**config.mk**
```make
export PLATFORM = sky130hd
export DESIGN_NAME = uart_rx_core
export DESIGN_NICKNAME = d
export VERILOG_FILES = /design/src/rtl/uart_rx_pkg.sv /design/src/rtl/rx_bit_sampler.sv /design/src/rtl/rx_status_regs.sv /design/src/rtl/uart_rx_core.sv
export SDC_FILE = /design/constraint.sdc
export NUM_CORES = 1
export LEC_CHECK = 0
export ABC_AREA = 1
export CORE_UTILIZATION = 56
export DETAILED_ROUTE_END_ITERATION = 8
export PLACE_DENSITY = 0.82
export SLEW_MARGIN = 20
export SYNTH_ARGS = -nofsm -noshare
export SYNTH_HDL_FRONTEND = slang
export SYNTH_SLANG_ARGS = --single-unit
```
**constraint.sdc**
```tcl
create_clock -name clk -period 3.38 [get_ports clk]
set_clock_uncertainty 0.15 [all_clocks]
set_input_delay 1.014 -clock clk [delete_from_list [all_inputs] [get_ports clk]]
set_output_delay 1.014 -clock clk [all_outputs]
set_load 0.02 [all_outputs]
```
**src/rtl/uart_rx_pkg.sv**
```systemverilog
package uart_rx_pkg;
  typedef enum logic [1:0] {S_IDLE, S_START, S_DATA, S_STOP} rx_state_e;

  // status word layout: done[7], frame error[4], overrun[3]
  function automatic logic [7:0] pack_status(input logic done, input logic ferr, input logic ovr);
    logic [7:0] s;
    s = 8'h00;
    s[7] = done;
    s[4] = ferr;
    s[3] = ovr;
    return s;
  endfunction

  function automatic logic irq_request(input logic done, input logic ie, input logic g);
    return done & ie & g;
  endfunction
endpackage

```
**src/rtl/rx_bit_sampler.sv**
```systemverilog
module rx_bit_sampler
  import uart_rx_pkg::*;
#(
  parameter int DATA_W = 8,
  parameter int OVS    = 16
) (
  input  logic              clk,
  input  logic              rst_n,
  input  logic              baud_tick,
  input  logic              rxd,
  input  logic              rx_en,
  output logic              char_done,
  output logic [DATA_W-1:0] char_data,
  output logic              char_stop
);
  localparam int CNT_W = $clog2(OVS);
  localparam int IDX_W = $clog2(DATA_W);
  localparam logic [CNT_W-1:0] MID_CNT  = CNT_W'(OVS/2 - 1);
  localparam logic [CNT_W-1:0] LAST_CNT = CNT_W'(OVS - 1);
  localparam logic [IDX_W-1:0] LAST_BIT = IDX_W'(DATA_W - 1);

  rx_state_e         st;
  logic [CNT_W-1:0]  cnt;
  logic [IDX_W-1:0]  bit_idx;
  logic [DATA_W-1:0] shreg;
  logic              done_q;
  logic              stop_q;
  logic [DATA_W-1:0] data_q;

  // named internal events
  logic start_check, start_false, bit_sample;
  assign start_check = (st == S_START) && baud_tick && (cnt == MID_CNT);
  assign start_false = start_check && rxd;
  assign bit_sample  = ((st == S_DATA) || (st == S_STOP)) && baud_tick && (cnt == LAST_CNT);

  always_ff @(posedge clk) begin
    if (!rst_n) begin
      st      <= S_IDLE;
      cnt     <= '0;
      bit_idx <= '0;
      shreg   <= '0;
      done_q  <= 1'b0;
      stop_q  <= 1'b1;
      data_q  <= '0;
    end else begin
      done_q <= 1'b0;
      if (!rx_en) begin
        st  <= S_IDLE;
        cnt <= '0;
      end else if (baud_tick) begin
        case (st)
          S_IDLE: begin
            if (!rxd) begin
              st  <= S_START;
              cnt <= CNT_W'(1);
            end
          end
          S_START: begin
            if (start_check) begin
              st      <= start_false ? S_IDLE : S_DATA;
              cnt     <= '0;
              bit_idx <= '0;
            end else begin
              cnt <= cnt + 1'b1;
            end
          end
          S_DATA: begin
            if (bit_sample) begin
              shreg <= {rxd, shreg[DATA_W-1:1]};
              cnt   <= '0;
              if (bit_idx == LAST_BIT) st <= S_STOP;
              else bit_idx <= bit_idx + 1'b1;
            end else begin
              cnt <= cnt + 1'b1;
            end
          end
          S_STOP: begin
            if (bit_sample) begin
              done_q <= 1'b1;
              stop_q <= rxd;
              data_q <= shreg;
              st     <= S_IDLE;
              cnt    <= '0;
            end else begin
              cnt <= cnt + 1'b1;
            end
          end
          default: st <= S_IDLE;
        endcase
      end
    end
  end

  assign char_done = done_q;
  assign char_data = data_q;
  assign char_stop = stop_q;


  start_abort_chk: assert property (@(posedge clk) disable iff (!rst_n)
    (rx_en && start_false) |=> (st == S_IDLE && !char_done));


  done_from_stop_chk: assert property (@(posedge clk) disable iff (!rst_n)
    char_done |-> $past(st) == S_STOP);


  idle_when_off_chk: assert property (@(posedge clk) disable iff (!rst_n)
    !rx_en |=> (st == S_IDLE && !char_done));
endmodule

```
**src/rtl/rx_status_regs.sv**
```systemverilog
module rx_status_regs #(
  parameter int DATA_W = 8
) (
  input  logic              clk,
  input  logic              rst_n,
  input  logic              rx_en,
  input  logic              char_done,
  input  logic [DATA_W-1:0] char_data,
  input  logic              char_stop,
  input  logic              rd_data,
  output logic [DATA_W-1:0] hold_data,
  output logic              done_flag,
  output logic              ferr_flag,
  output logic              ovr_flag
);
  logic [DATA_W-1:0] data_q;
  logic rxc_q, fe_q, ovr_q, ovr_pend;

  // named internal events
  logic accept_evt, overrun_evt;
  assign accept_evt  = rx_en && char_done && (!rxc_q || rd_data);
  assign overrun_evt = rx_en && char_done && rxc_q && !rd_data;

  always_ff @(posedge clk) begin
    if (!rst_n) begin
      data_q   <= '0;
      rxc_q    <= 1'b0;
      fe_q     <= 1'b0;
      ovr_q    <= 1'b0;
      ovr_pend <= 1'b0;
    end else begin
      if (rd_data) begin
        rxc_q <= 1'b0;
        if (ovr_pend && rx_en) begin
          ovr_q    <= 1'b1;
          ovr_pend <= 1'b0;
        end
      end
      if (overrun_evt) ovr_pend <= 1'b1;
      if (accept_evt) begin
        data_q   <= char_data;
        rxc_q    <= 1'b1;
        fe_q     <= ~char_stop;
        ovr_q    <= 1'b0;
        ovr_pend <= 1'b0;
      end
    end
  end

  assign hold_data = data_q;
  assign done_flag = rxc_q;
  assign ferr_flag = fe_q;
  assign ovr_flag  = ovr_q;


  keep_on_overrun_chk: assert property (@(posedge clk) disable iff (!rst_n)
    overrun_evt |=> ($stable(data_q) && rxc_q));


  read_clears_chk: assert property (@(posedge clk) disable iff (!rst_n)
    (rd_data && !char_done) |=> !rxc_q);


  frozen_done_chk: assert property (@(posedge clk) disable iff (!rst_n)
    (!rx_en && !rxc_q) |=> !rxc_q);


  frozen_ferr_chk: assert property (@(posedge clk) disable iff (!rst_n)
    (!rx_en && fe_q) |=> fe_q);


  ovr_after_read_chk: assert property (@(posedge clk) disable iff (!rst_n)
    $rose(ovr_q) |-> $past(rd_data));
endmodule

```
**src/rtl/uart_rx_core.sv**
```systemverilog
module uart_rx_core
  import uart_rx_pkg::*;
#(
  parameter int DATA_W = 8,
  parameter int OVS    = 16
) (
  input  logic              clk,
  input  logic              rst_n,
  input  logic              baud_tick,
  input  logic              rxd,
  input  logic              rx_en,
  input  logic              rxc_ie,
  input  logic              gie,
  input  logic              rd_data,
  output logic [DATA_W-1:0] data_out,
  output logic [7:0]        status_out,
  output logic              irq
);
  logic              char_done, char_stop;
  logic [DATA_W-1:0] char_data;
  logic              done_flag, ferr_flag, ovr_flag;

  rx_bit_sampler #(.DATA_W(DATA_W), .OVS(OVS)) u_sampler (
    .clk       (clk),
    .rst_n     (rst_n),
    .baud_tick (baud_tick),
    .rxd       (rxd),
    .rx_en     (rx_en),
    .char_done (char_done),
    .char_data (char_data),
    .char_stop (char_stop)
  );

  rx_status_regs #(.DATA_W(DATA_W)) u_status (
    .clk       (clk),
    .rst_n     (rst_n),
    .rx_en     (rx_en),
    .char_done (char_done),
    .char_data (char_data),
    .char_stop (char_stop),
    .rd_data   (rd_data),
    .hold_data (data_out),
    .done_flag (done_flag),
    .ferr_flag (ferr_flag),
    .ovr_flag  (ovr_flag)
  );

  assign status_out = pack_status(done_flag, ferr_flag, ovr_flag);
  assign irq        = irq_request(done_flag, rxc_ie, gie);


  irq_gate_chk: assert property (@(posedge clk) disable iff (!rst_n)
    irq |-> (rxc_ie && gie && status_out[7]));


  status_zero_chk: assert property (@(posedge clk) disable iff (!rst_n)
    (status_out & 8'b0110_0111) == 8'h00);
endmodule

```
==> out/qor.csv <==
metric,value,unit
io_pins,25,
post_drt_wl_per_cell,10.7,um
total_power,0.831,mW
startpoint_type,primary input,
yosysTopAreaCellShare,47.1,%
final_area,1900,um2
r2r_cells,6,
hold_end,u_status.ferr_flag,
maxCapViolCount,0,
r2r_end,u_sampler.char_data[4],
p_per_area,438,nW/um2
setup_violations,0,
cts_buffers,5,
path_max_fanout,1,
routed_wl,2860,um
syn_inst,217,
coreArea,2780,um2
dpl.hpwl,2000,um
setup_ws,0.275,ns
ys_types,24,
grt_pass1_vias,1218,
nNetsFinal,245,
min_period_over_period,91.8,%
placed_cell_area,1810,um2
remaining_drc_errors,0,
die_area,3180,um2
endpoint_kind,primary output,
fin_tns_setup,0,ns
post_cts_buffers,0,
grt_pass1_wl,5020,um
synthTopCellsByArea,"dfxtp_1 47%, a21oi_1 10%, nand2_1 7.7%",
rows,19,
nFillCells,238,
die_h,56.4,um
antenna_left,0,
grt_usage,20.6,%
fin_util,68.3,%
ir_worst_vdd,0.359,mV
mappedNetlistArea,1660,um2
fmax,0.322,GHz
clk_latency,0.35,ns
clk_pin_slew,0.11,ns
reg2reg_from,u_sampler.cnt[0],
avgViaCountPerCell,5.24,
yosysSeqAreaShare,47.1,%
syn_avg_cell_area,7.63,um2
synth_warnings,0,
die_x,56.4,um
crit_arrival,1.94,ns
final_hold_viol_count,0,
initial_core_util,59.6,%
slew_viol_final,0,
yosysTopAreaCell,dfxtp_1,
path_class,in -> out,
rsz0062_at_grt,false,
overflow,0,
clkSinkCount,39,
hold_path_class,reg -> reg,
vias,1393,
status,completed,
grt_max_degree,19,
n_antenna_cell,0,
synthToLayoutAreaGrowth,14.7,%
finalCriticalPeriod,3.10,ns
port-buffer-count,19,
whs_path_depth,1,
crit_start,gie,
post-place-ws,-0.00940,ns
clockBufferDepth,2,
hp-start,u_sampler.char_stop,
dr.pass1.iters,4,
antenna_found_initial,0,
cts_htree_levels,2,
gp_congestion,0.888,
synth-seq-cells,39,
ctsHoldBuffers,0,
worstPathRequired,2.22,ns
drt_iter0_markers,41,
r2r_slack,1.66,ns
cts_tree,done,
cts_root_buf,clkbuf_4,
leakage,0.779,nW
drive_gt1_share,7.23,%
[final cells by class]
type                       count  area (um2)  share of cell area, %
timing repair buffer          21         204                   10.7
clock buffer                   6        51.3                   2.70
clock inverter                 2        35.0                   1.84
tap                           31        38.8                   2.04
sequential                    39         781                   41.1
multi-input combinational    142         696                   36.6
inverter                      25        93.8                   4.94
[state kept, by name, indices dropped and copies added (netlist names), named ones only]
| signal | flops |
|---|---|
| u_sampler.st | 1 |
| u_sampler.char_data | 8 |
| u_sampler.char_stop | 1 |
| u_sampler.bit_idx | 3 |
| u_status.ovr_pend | 1 |
| u_sampler.char_done | 1 |
| u_sampler.cnt | 4 |
| u_status.done_flag | 1 |
| u_status.ferr_flag | 1 |
| u_sampler.shreg | 8 |
| u_status.hold_data | 8 |
| u_status.ovr_flag | 1 |
[cell families after synthesis]
family | share of synthesized area (%)
other cells | 0.226
fa+ha+maj | 2.27
flops | 47.1
xor+xnor | 0.529
compound gates | 18.3
simple gates | 19.8
buf+inv | 11.8
[routing by layer]
metal,global-route usage [%],share of wire (%),vias to the layer above
met5,0,0,-
met4,12.2,4.4,0
li1,-,-,732
met1,24.1,46,607
met3,7.14,5.1,12
met2,32.7,45,42
[timing repair]
action                                 in CTS  in global routing
resized for setup                           1                  0
setup endpoints to repair                   1                  0
endpoints found under the hold margin       0                  0
[how the worst max path moves through the flow]
stage               cells past startpoint  slack [ns]   to
floorplan                               1        0.95  irq
global placement                        3        0.02  irq
detailed placement                      3      -0.009  irq
CTS                                     3        0.26  irq
global route                            3        0.24  irq
finish                                  3        0.28  irq
[cells in the mapped netlist]
cell,number
nor3_2,1
conb_1,1
buf_6,1
inv_1,24
dfxtp_1,39
nor2_2,1
inv_2,1
a21oi_1,33
xor2_1,1
and3_1,1
nor3b_1,2
nand2_1,34
o211ai_2,1
o21ai_0,25
ha_1,3
nand3_1,14
nor3_1,1
nand2_2,3
clkbuf_2,1
buf_2,2
buf_4,9
nor2_1,15
clkbuf_1,2
nand4_1,2
[cells in the final DEF, fill, tap and decap left out]
| cell | count |
|---|---|
| clkbuf_4 | 5 |
| conb_1 | 5 |
| nand2_2 | 3 |
| nor2_1 | 15 |
| o211ai_2 | 1 |
| inv_2 | 1 |
| clkbuf_8 | 1 |
| clkdlybuf4s50_1 | 18 |
| nand4_1 | 2 |
| dlygate4sd2_1 | 1 |
| nor3_2 | 1 |
| nor2_2 | 1 |
| clkinv_2 | 1 |
| and3_1 | 1 |
| nand3_1 | 14 |
| a21oi_1 | 33 |
| nor3_1 | 1 |
| bufinv_16 | 1 |
| o21ai_0 | 25 |
| dfxtp_1 | 39 |
| buf_4 | 2 |
| xor2_1 | 1 |
| ha_1 | 3 |
| nor3b_1 | 2 |
| nand2_1 | 34 |
| inv_1 | 24 |
[where the power goes]
| group | switching (mW) | internal [mW] |
|---|---|---|
| logic | 0.0262 | 0.0139 |
| registers | 0.00189 | 0.461 |
| clock network | 0.153 | 0.175 |
[worst max-delay path, stage by stage]
cell and delay (ns):
clkdlybuf4s50_1 0.45, and3_1 0.15, dlygate4sd2_1 0.32
[stage by stage]
step,cells,hold WS (ns)
after detailed placement,258,0.273
final,266,0.298
after floorplan,221,0.256
after CTS,266,0.299
after global placement,258,0.270
after global routing,266,0.320
No activity file was read; power rests on OpenSTA's default activity.
